File: src/rtl/lpm_pkg.sv
package lpm_pkg;
  typedef enum logic [1:0] {
    MD_RUN   = 2'd0,
    MD_IDLE  = 2'd1,
    MD_PDOWN = 2'd2
  } lp_mode_e;

  localparam int PCR_W   = 4;
  localparam int IDL_BIT = 0;
  localparam int PD_BIT  = 1;
  localparam int GF0_BIT = 2;
  localparam int GF1_BIT = 3;
endpackage

File: src/rtl/lpm_rst_qual.sv
// Counts consecutive oscillator edges with the reset pin high; saturates.
module lpm_rst_qual #(
  parameter int RST_OSC_CYC = 24
) (
  input  logic clk,
  input  logic arst_n,
  input  logic rst_pin,
  output logic rst_act
);
  localparam int CNT_W = $clog2(RST_OSC_CYC + 1);
  localparam logic [CNT_W-1:0] CNT_MAX = CNT_W'(RST_OSC_CYC);

  logic [CNT_W-1:0] cnt_q, cnt_d;

  always_comb begin
    if (!rst_pin)              cnt_d = '0;
    else if (cnt_q == CNT_MAX) cnt_d = cnt_q;
    else                       cnt_d = cnt_q + CNT_W'(1);
  end

  always_ff @(posedge clk or negedge arst_n) begin
    if (!arst_n) cnt_q <= '0;
    else         cnt_q <= cnt_d;
  end

  assign rst_act = (cnt_q == CNT_MAX);
endmodule

File: src/rtl/lpm_clkdiv.sv
// Divide-by-two phase; frozen while the oscillator is stopped.
module lpm_clkdiv (
  input  logic clk,
  input  logic arst_n,
  input  logic run_en,
  output logic ph
);
  logic ph_q, ph_d;

  always_comb ph_d = run_en ? ~ph_q : ph_q;

  always_ff @(posedge clk or negedge arst_n) begin
    if (!arst_n) ph_q <= 1'b0;
    else         ph_q <= ph_d;
  end

  assign ph = ph_q;
endmodule

File: src/rtl/lpm_mode_fsm.sv
module lpm_mode_fsm
  import lpm_pkg::*;
(
  input  logic             clk,
  input  logic             arst_n,
  input  logic             rst_act,
  input  logic             pcr_we,
  input  logic [PCR_W-1:0] pcr_wdata,
  input  logic             irq_pend,
  output lp_mode_e         mode,
  output logic [PCR_W-1:0] pcr
);
  lp_mode_e         mode_q, mode_d;
  logic [PCR_W-1:0] pcr_q, pcr_d;

  always_comb begin
    mode_d = mode_q;
    pcr_d  = pcr_q;
    if (rst_act) begin
      mode_d = MD_RUN;
      pcr_d  = '0;
    end else begin
      unique case (mode_q)
        MD_RUN: begin
          // request bits already stored: enter on this edge (PD wins)
          if (pcr_q[PD_BIT])       mode_d = MD_PDOWN;
          else if (pcr_q[IDL_BIT]) mode_d = MD_IDLE;
          if (pcr_we) pcr_d = pcr_wdata;
        end
        MD_IDLE: begin
          if (irq_pend) begin
            mode_d         = MD_RUN;
            pcr_d[IDL_BIT] = 1'b0;
          end
        end
        MD_PDOWN: mode_d = MD_PDOWN;
        default:  mode_d = MD_RUN;
      endcase
    end
  end

  always_ff @(posedge clk or negedge arst_n) begin
    if (!arst_n) begin
      mode_q <= MD_RUN;
      pcr_q  <= '0;
    end else begin
      mode_q <= mode_d;
      pcr_q  <= pcr_d;
    end
  end

  assign mode = mode_q;
  assign pcr  = pcr_q;
endmodule

File: src/rtl/lpm_pin_ovr.sv
module lpm_pin_ovr
  import lpm_pkg::*;
(
  input  lp_mode_e mode,
  input  logic     ext_code,
  output logic     ale_frc,
  output logic     ale_val,
  output logic     psen_n_val,
  output logic     lo_oe_off,
  output logic     hi_addr_keep
);
  logic low_pwr, in_idle;

  always_comb begin
    low_pwr      = (mode != MD_RUN);
    in_idle      = (mode == MD_IDLE);
    ale_frc      = low_pwr;
    ale_val      = in_idle;
    psen_n_val   = in_idle;
    lo_oe_off    = low_pwr & ext_code;
    hi_addr_keep = in_idle & ext_code;
  end
endmodule

File: src/rtl/lpm_ctrl.sv
module lpm_ctrl
  import lpm_pkg::*;
#(
  parameter int RST_OSC_CYC = 24
) (
  input  logic             osc_clk,
  input  logic             arst_n,
  input  logic             rst_pin,
  input  logic             pcr_we,
  input  logic [PCR_W-1:0] pcr_wdata,
  input  logic             irq_pend,
  input  logic             ext_code,
  output logic             sys_rst,
  output logic             cpu_ce,
  output logic             per_ce,
  output logic             osc_run,
  output logic [PCR_W-1:0] pcr_q,
  output logic             ale_frc,
  output logic             ale_val,
  output logic             psen_n_val,
  output logic             lo_oe_off,
  output logic             hi_addr_keep
);
  logic     rst_act, ph;
  lp_mode_e mode;

  lpm_rst_qual #(.RST_OSC_CYC(RST_OSC_CYC)) u_rst (
    .clk(osc_clk), .arst_n(arst_n), .rst_pin(rst_pin), .rst_act(rst_act)
  );

  lpm_mode_fsm u_fsm (
    .clk(osc_clk), .arst_n(arst_n), .rst_act(rst_act), .pcr_we(pcr_we),
    .pcr_wdata(pcr_wdata), .irq_pend(irq_pend), .mode(mode), .pcr(pcr_q)
  );

  lpm_clkdiv u_div (
    .clk(osc_clk), .arst_n(arst_n), .run_en(osc_run), .ph(ph)
  );

  lpm_pin_ovr u_pin (
    .mode(mode), .ext_code(ext_code), .ale_frc(ale_frc), .ale_val(ale_val),
    .psen_n_val(psen_n_val), .lo_oe_off(lo_oe_off), .hi_addr_keep(hi_addr_keep)
  );

  always_comb begin
    sys_rst = rst_act;
    osc_run = (mode != MD_PDOWN);
    per_ce  = ph & osc_run;
    cpu_ce  = ph & (mode == MD_RUN);
  end
endmodule

File: config.mk
export PLATFORM = sky130hd
export DESIGN_NAME = lpm_ctrl
export DESIGN_NICKNAME = d
export VERILOG_FILES = /design/src/rtl/lpm_pkg.sv /design/src/rtl/lpm_rst_qual.sv /design/src/rtl/lpm_clkdiv.sv /design/src/rtl/lpm_mode_fsm.sv /design/src/rtl/lpm_pin_ovr.sv /design/src/rtl/lpm_ctrl.sv
export SDC_FILE = /design/constraint.sdc
export NUM_CORES = 1
export LEC_CHECK = 0
export BUFFER_PORTS_ARGS = -buffer_cell sky130_fd_sc_hd__buf_2
export CORE_MARGIN = 8
export CORE_UTILIZATION = 50
export DETAILED_ROUTE_END_ITERATION = 10
export GPL_TIMING_DRIVEN = 0
export PLACE_DENSITY_LB_ADDON = 0.3
export SKIP_LAST_GASP = 1
export SYNTH_ARGS = -nofsm -noshare
export SYNTH_HDL_FRONTEND = slang
export SYNTH_HIERARCHICAL = 1
export SYNTH_SLANG_ARGS = --single-unit
File: constraint.sdc
create_clock -name osc_clk -period 1.95 [get_ports osc_clk]
set_input_delay 0.195 -clock osc_clk [delete_from_list [all_inputs] [get_ports osc_clk]]
set_output_delay 0.195 -clock osc_clk [all_outputs]
set_load 0.01 [all_outputs]
==> results.toml <==
[floorplanning]
die-height_um = 52.4
initial_core_util_pct = 52.2
die_x_um = 52.4
die_area_mm2 = 0.00274
coreArea_mm2 = 0.00127
rows = 13
io_pins = 23

[clocking]
cts_tree = "yes"
clockRootBuffer = "clkbuf_4"
clock_path_buffers = 2
h-tree-depth = 1
clk-insertion-delay-late_ns = 0.27
cts_num_sinks = 12
numCtsBuffers = 3
path_clk_slew_ns = 0.07

[yosys]
syn_inst = 61
ys.flop_type = "dfrtp_1"
synth_mux_area_share_pct = 10.6
synth_top_area_share_pct = 45.4
yosys.area_share.simple_pct = 29.5
postSynthAreaPerCell_um2 = 10.9
synth_xor_area_share_pct = 2.65
synth_edf_count = 0
synth_top_family_by_area = "simple AND/OR/NAND/NOR gates"
synthTopCellsByArea = "dfrtp_1 (45%), mux2i_1 (11%), ha_1 (3.8%), nor2_1 (3.4%), nand2_1 (2.8%)"
yosys.area_share.adder_pct = 3.78
yosysSeqAreaShare_pct = 45.4
ys_types = 27
synth_compound_area_share_pct = 4.16
postSynth.asyncResetShare_pct = 100
synth-seq-cells = 12
yosys-top-cells-count = "dfrtp_1 (12), mux2i_1 (7), nor2_1 (6)"
yosysMostFrequentCell = "dfrtp_1"
synth_nets = 73
yosys_warnings = 6
synthesis.area_um2 = 662
synth_area_leader_cell = "dfrtp_1"

[setup_path]
crit_chain = "inv_1 -> ha_1 -> and4b_1 -> buf_6 -> buf_2"
critPathTopFamily = "flip-flops"
path_max_fanout = 10
crit_type = "flop to output port"
cpPeakStageDelay_ns = 0.41
critPathSlowestCell = "dfrtp_1"
cp.required_ns = 1.75
critPathArrivalTime_ns = 1.40
cp-start-kind = "flop"
cp_num_buf_inv = 3
end_kind = "output port"

[route]
drt_pre_antenna_iters = 4
avgViaCountPerCell = 5.09
detail_route.wl_per_cell_um = 13.5
dr_total_vias = 524
routed_wl_mm = 1.39
drt_first_iter_violations = 7
drc = 0
ant_nets = 0

[grt]
grt_antenna_before_repair = 0
grt_pass1_vias = 521
globalRoute.totalOverflow = 0
grt_pass1_wl_mm = 2.24
grt_max_degree = 13
grt_usage_pct = 10.8

[timing]
rsz0062_at_grt = "no"
timing.fmax_mhz = 628
finClkSkew_ns = 0.00165
fin_tns_setup_ns = 0
worstMarginPinSlew_ns = 0.419
hold_viol = 0
period_needed_ns = 1.59
slew_viol_final = 0
setup_viol = 0
fin_crit_sh_pct = 81.7
max-slew-margin-rel_pct = 72.0

[cells_and_area]
final.fill_count = 111
nets = 101
postLayoutCellArea_um2 = 837
antenna_cells = 0
area_growth_syn_to_layout_pct = 26.5
drive_above_1_share_pct = 39.8

[placed_design]
dp_hpwl_mm = 1.09
dpl_cell_area_um2 = 791
port_buffers = 22
place.gp.congestion = 0.759

[pwr]
power_frac_seq_pct = 45.5
switching_power_mw = 0.275
ir_drop_uv = 722
clock_power_share_pct = 23.3
power.density_mw_per_mm2 = 995
p_int_mw = 0.558
pwr-share-comb_pct = 31.2
leakage_nw = 0.422
swShare_pct = 33.0

[job]
maxCapViolations = 0

[worst_hold_path]
hp-class = "input port to flop"

[outcome]
outcome = "finished, final reports clean"
[routing by layer]
layer / vias to the layer above / track usage, % / wire length, um
met3: 2 / 4.26 / 101
li1: 263 / - / -
met2: 13 / 19.0 / 712
met4: 0 / 5.17 / 14
met1: 246 / 10.9 / 563
met5: - / 0 / 0
[kinds of logic (layout without fill, tap and decap cells)]
kind of cell	Yosys count	count (layout)
AOI/OAI and AO/OA	5	5
xor gates and xnor gates	2	2
adders and majority gates	2	2
buffers and inverters	4	31
DFF	12	12
muxes	7	7
and+or+nand+nor	29	29
[registers in the layout, indices dropped and copies added, names as in the netlist]
name	cells
u_rst/cnt_q	5
u_fsm/pcr	4
u_div/ph	1
u_fsm/mode	2
[final cells by class]
class	count	area (um^2)	share of cell area (%)
plain buffers	2	18.8	2.24
clock buffers	4	36.3	4.33
multi-input cells	45	335	40.1
repair buffers	23	120	14.3
flip-flops and latches	12	300	35.9
inverters	2	7.51	0.897
well taps	15	18.8	2.24
[tightest hold or removal path, delay by kind of cell]
| family | cells | cell delay (ns) |
|---|---|---|
| and+or+nand+nor | 1 | 0.08 |
| buffers and inverters | 1 | 0.07 |
| muxes | 1 | 0.05 |
[path summary, 6_finish.rpt]
check	cells after the start	endpoint	slack, ns	from
hold / removal	3	u_fsm/pcr[1]	0.18	pcr_wdata[1]
hold reg to reg	1	u_div/ph	0.50	u_div/ph
min in group asynchronous	2	u_rst/cnt_q[3]	0.32	arst_n
setup reg to reg	3	u_fsm/pcr[3]	0.67	u_fsm/mode[1]
setup / recovery	5	sys_rst	0.36	u_rst/cnt_q[0]
max in group asynchronous	2	u_fsm/pcr[1]	1.42	arst_n
[per-stage QoR]
stage                     setup slack [ns]  power, mW  cells  util [%]  hold WS (ns)
final                                0.357      0.833    103      66.0         0.178
after global placement               0.664      0.634     98      62.3        0.0831
after detailed placement             0.634      0.648     98      62.3        0.0844
after CTS                            0.326      0.849    103      66.0         0.164
after floorplan                      0.793      0.538     61         -        -0.101
after global routing                 0.271      0.894    103      66.0         0.186
[power groups by stage]
stage | clock [mW] | combinational, mW | sequential, mW
floorplan | 0 | 0.147 | 0.391
global placement | 0 | 0.254 | 0.380
detailed placement | 0 | 0.262 | 0.385
CTS | 0.204 | 0.265 | 0.380
global route | 0.216 | 0.289 | 0.389
finish | 0.194 | 0.260 | 0.379
[layout by cell type (no fill, tap or decap), types with 2 or more instances in the layout]
| cell type | synthesis | routed |
|---|---|---|
| buf_2 | 0 | 22 |
| dfrtp_1 | 12 | 12 |
| mux2i_1 | 7 | 7 |
| nor2_1 | 6 | 6 |
| nand2_1 | 5 | 5 |
| clkbuf_4 | 0 | 3 |
| a21oi_1 | 3 | 3 |
| nand2b_1 | 3 | 3 |
| nor3_1 | 2 | 2 |
| inv_1 | 2 | 2 |
| nand3_1 | 2 | 2 |
| ha_1 | 2 | 2 |
[repair_timing]
action	in CTS	in global routing
endpoints found under the hold margin	12	0
hold buffers	1	0
setup buffers	0	0
resized for setup	0	0
(Power assumes the default switching activity.)
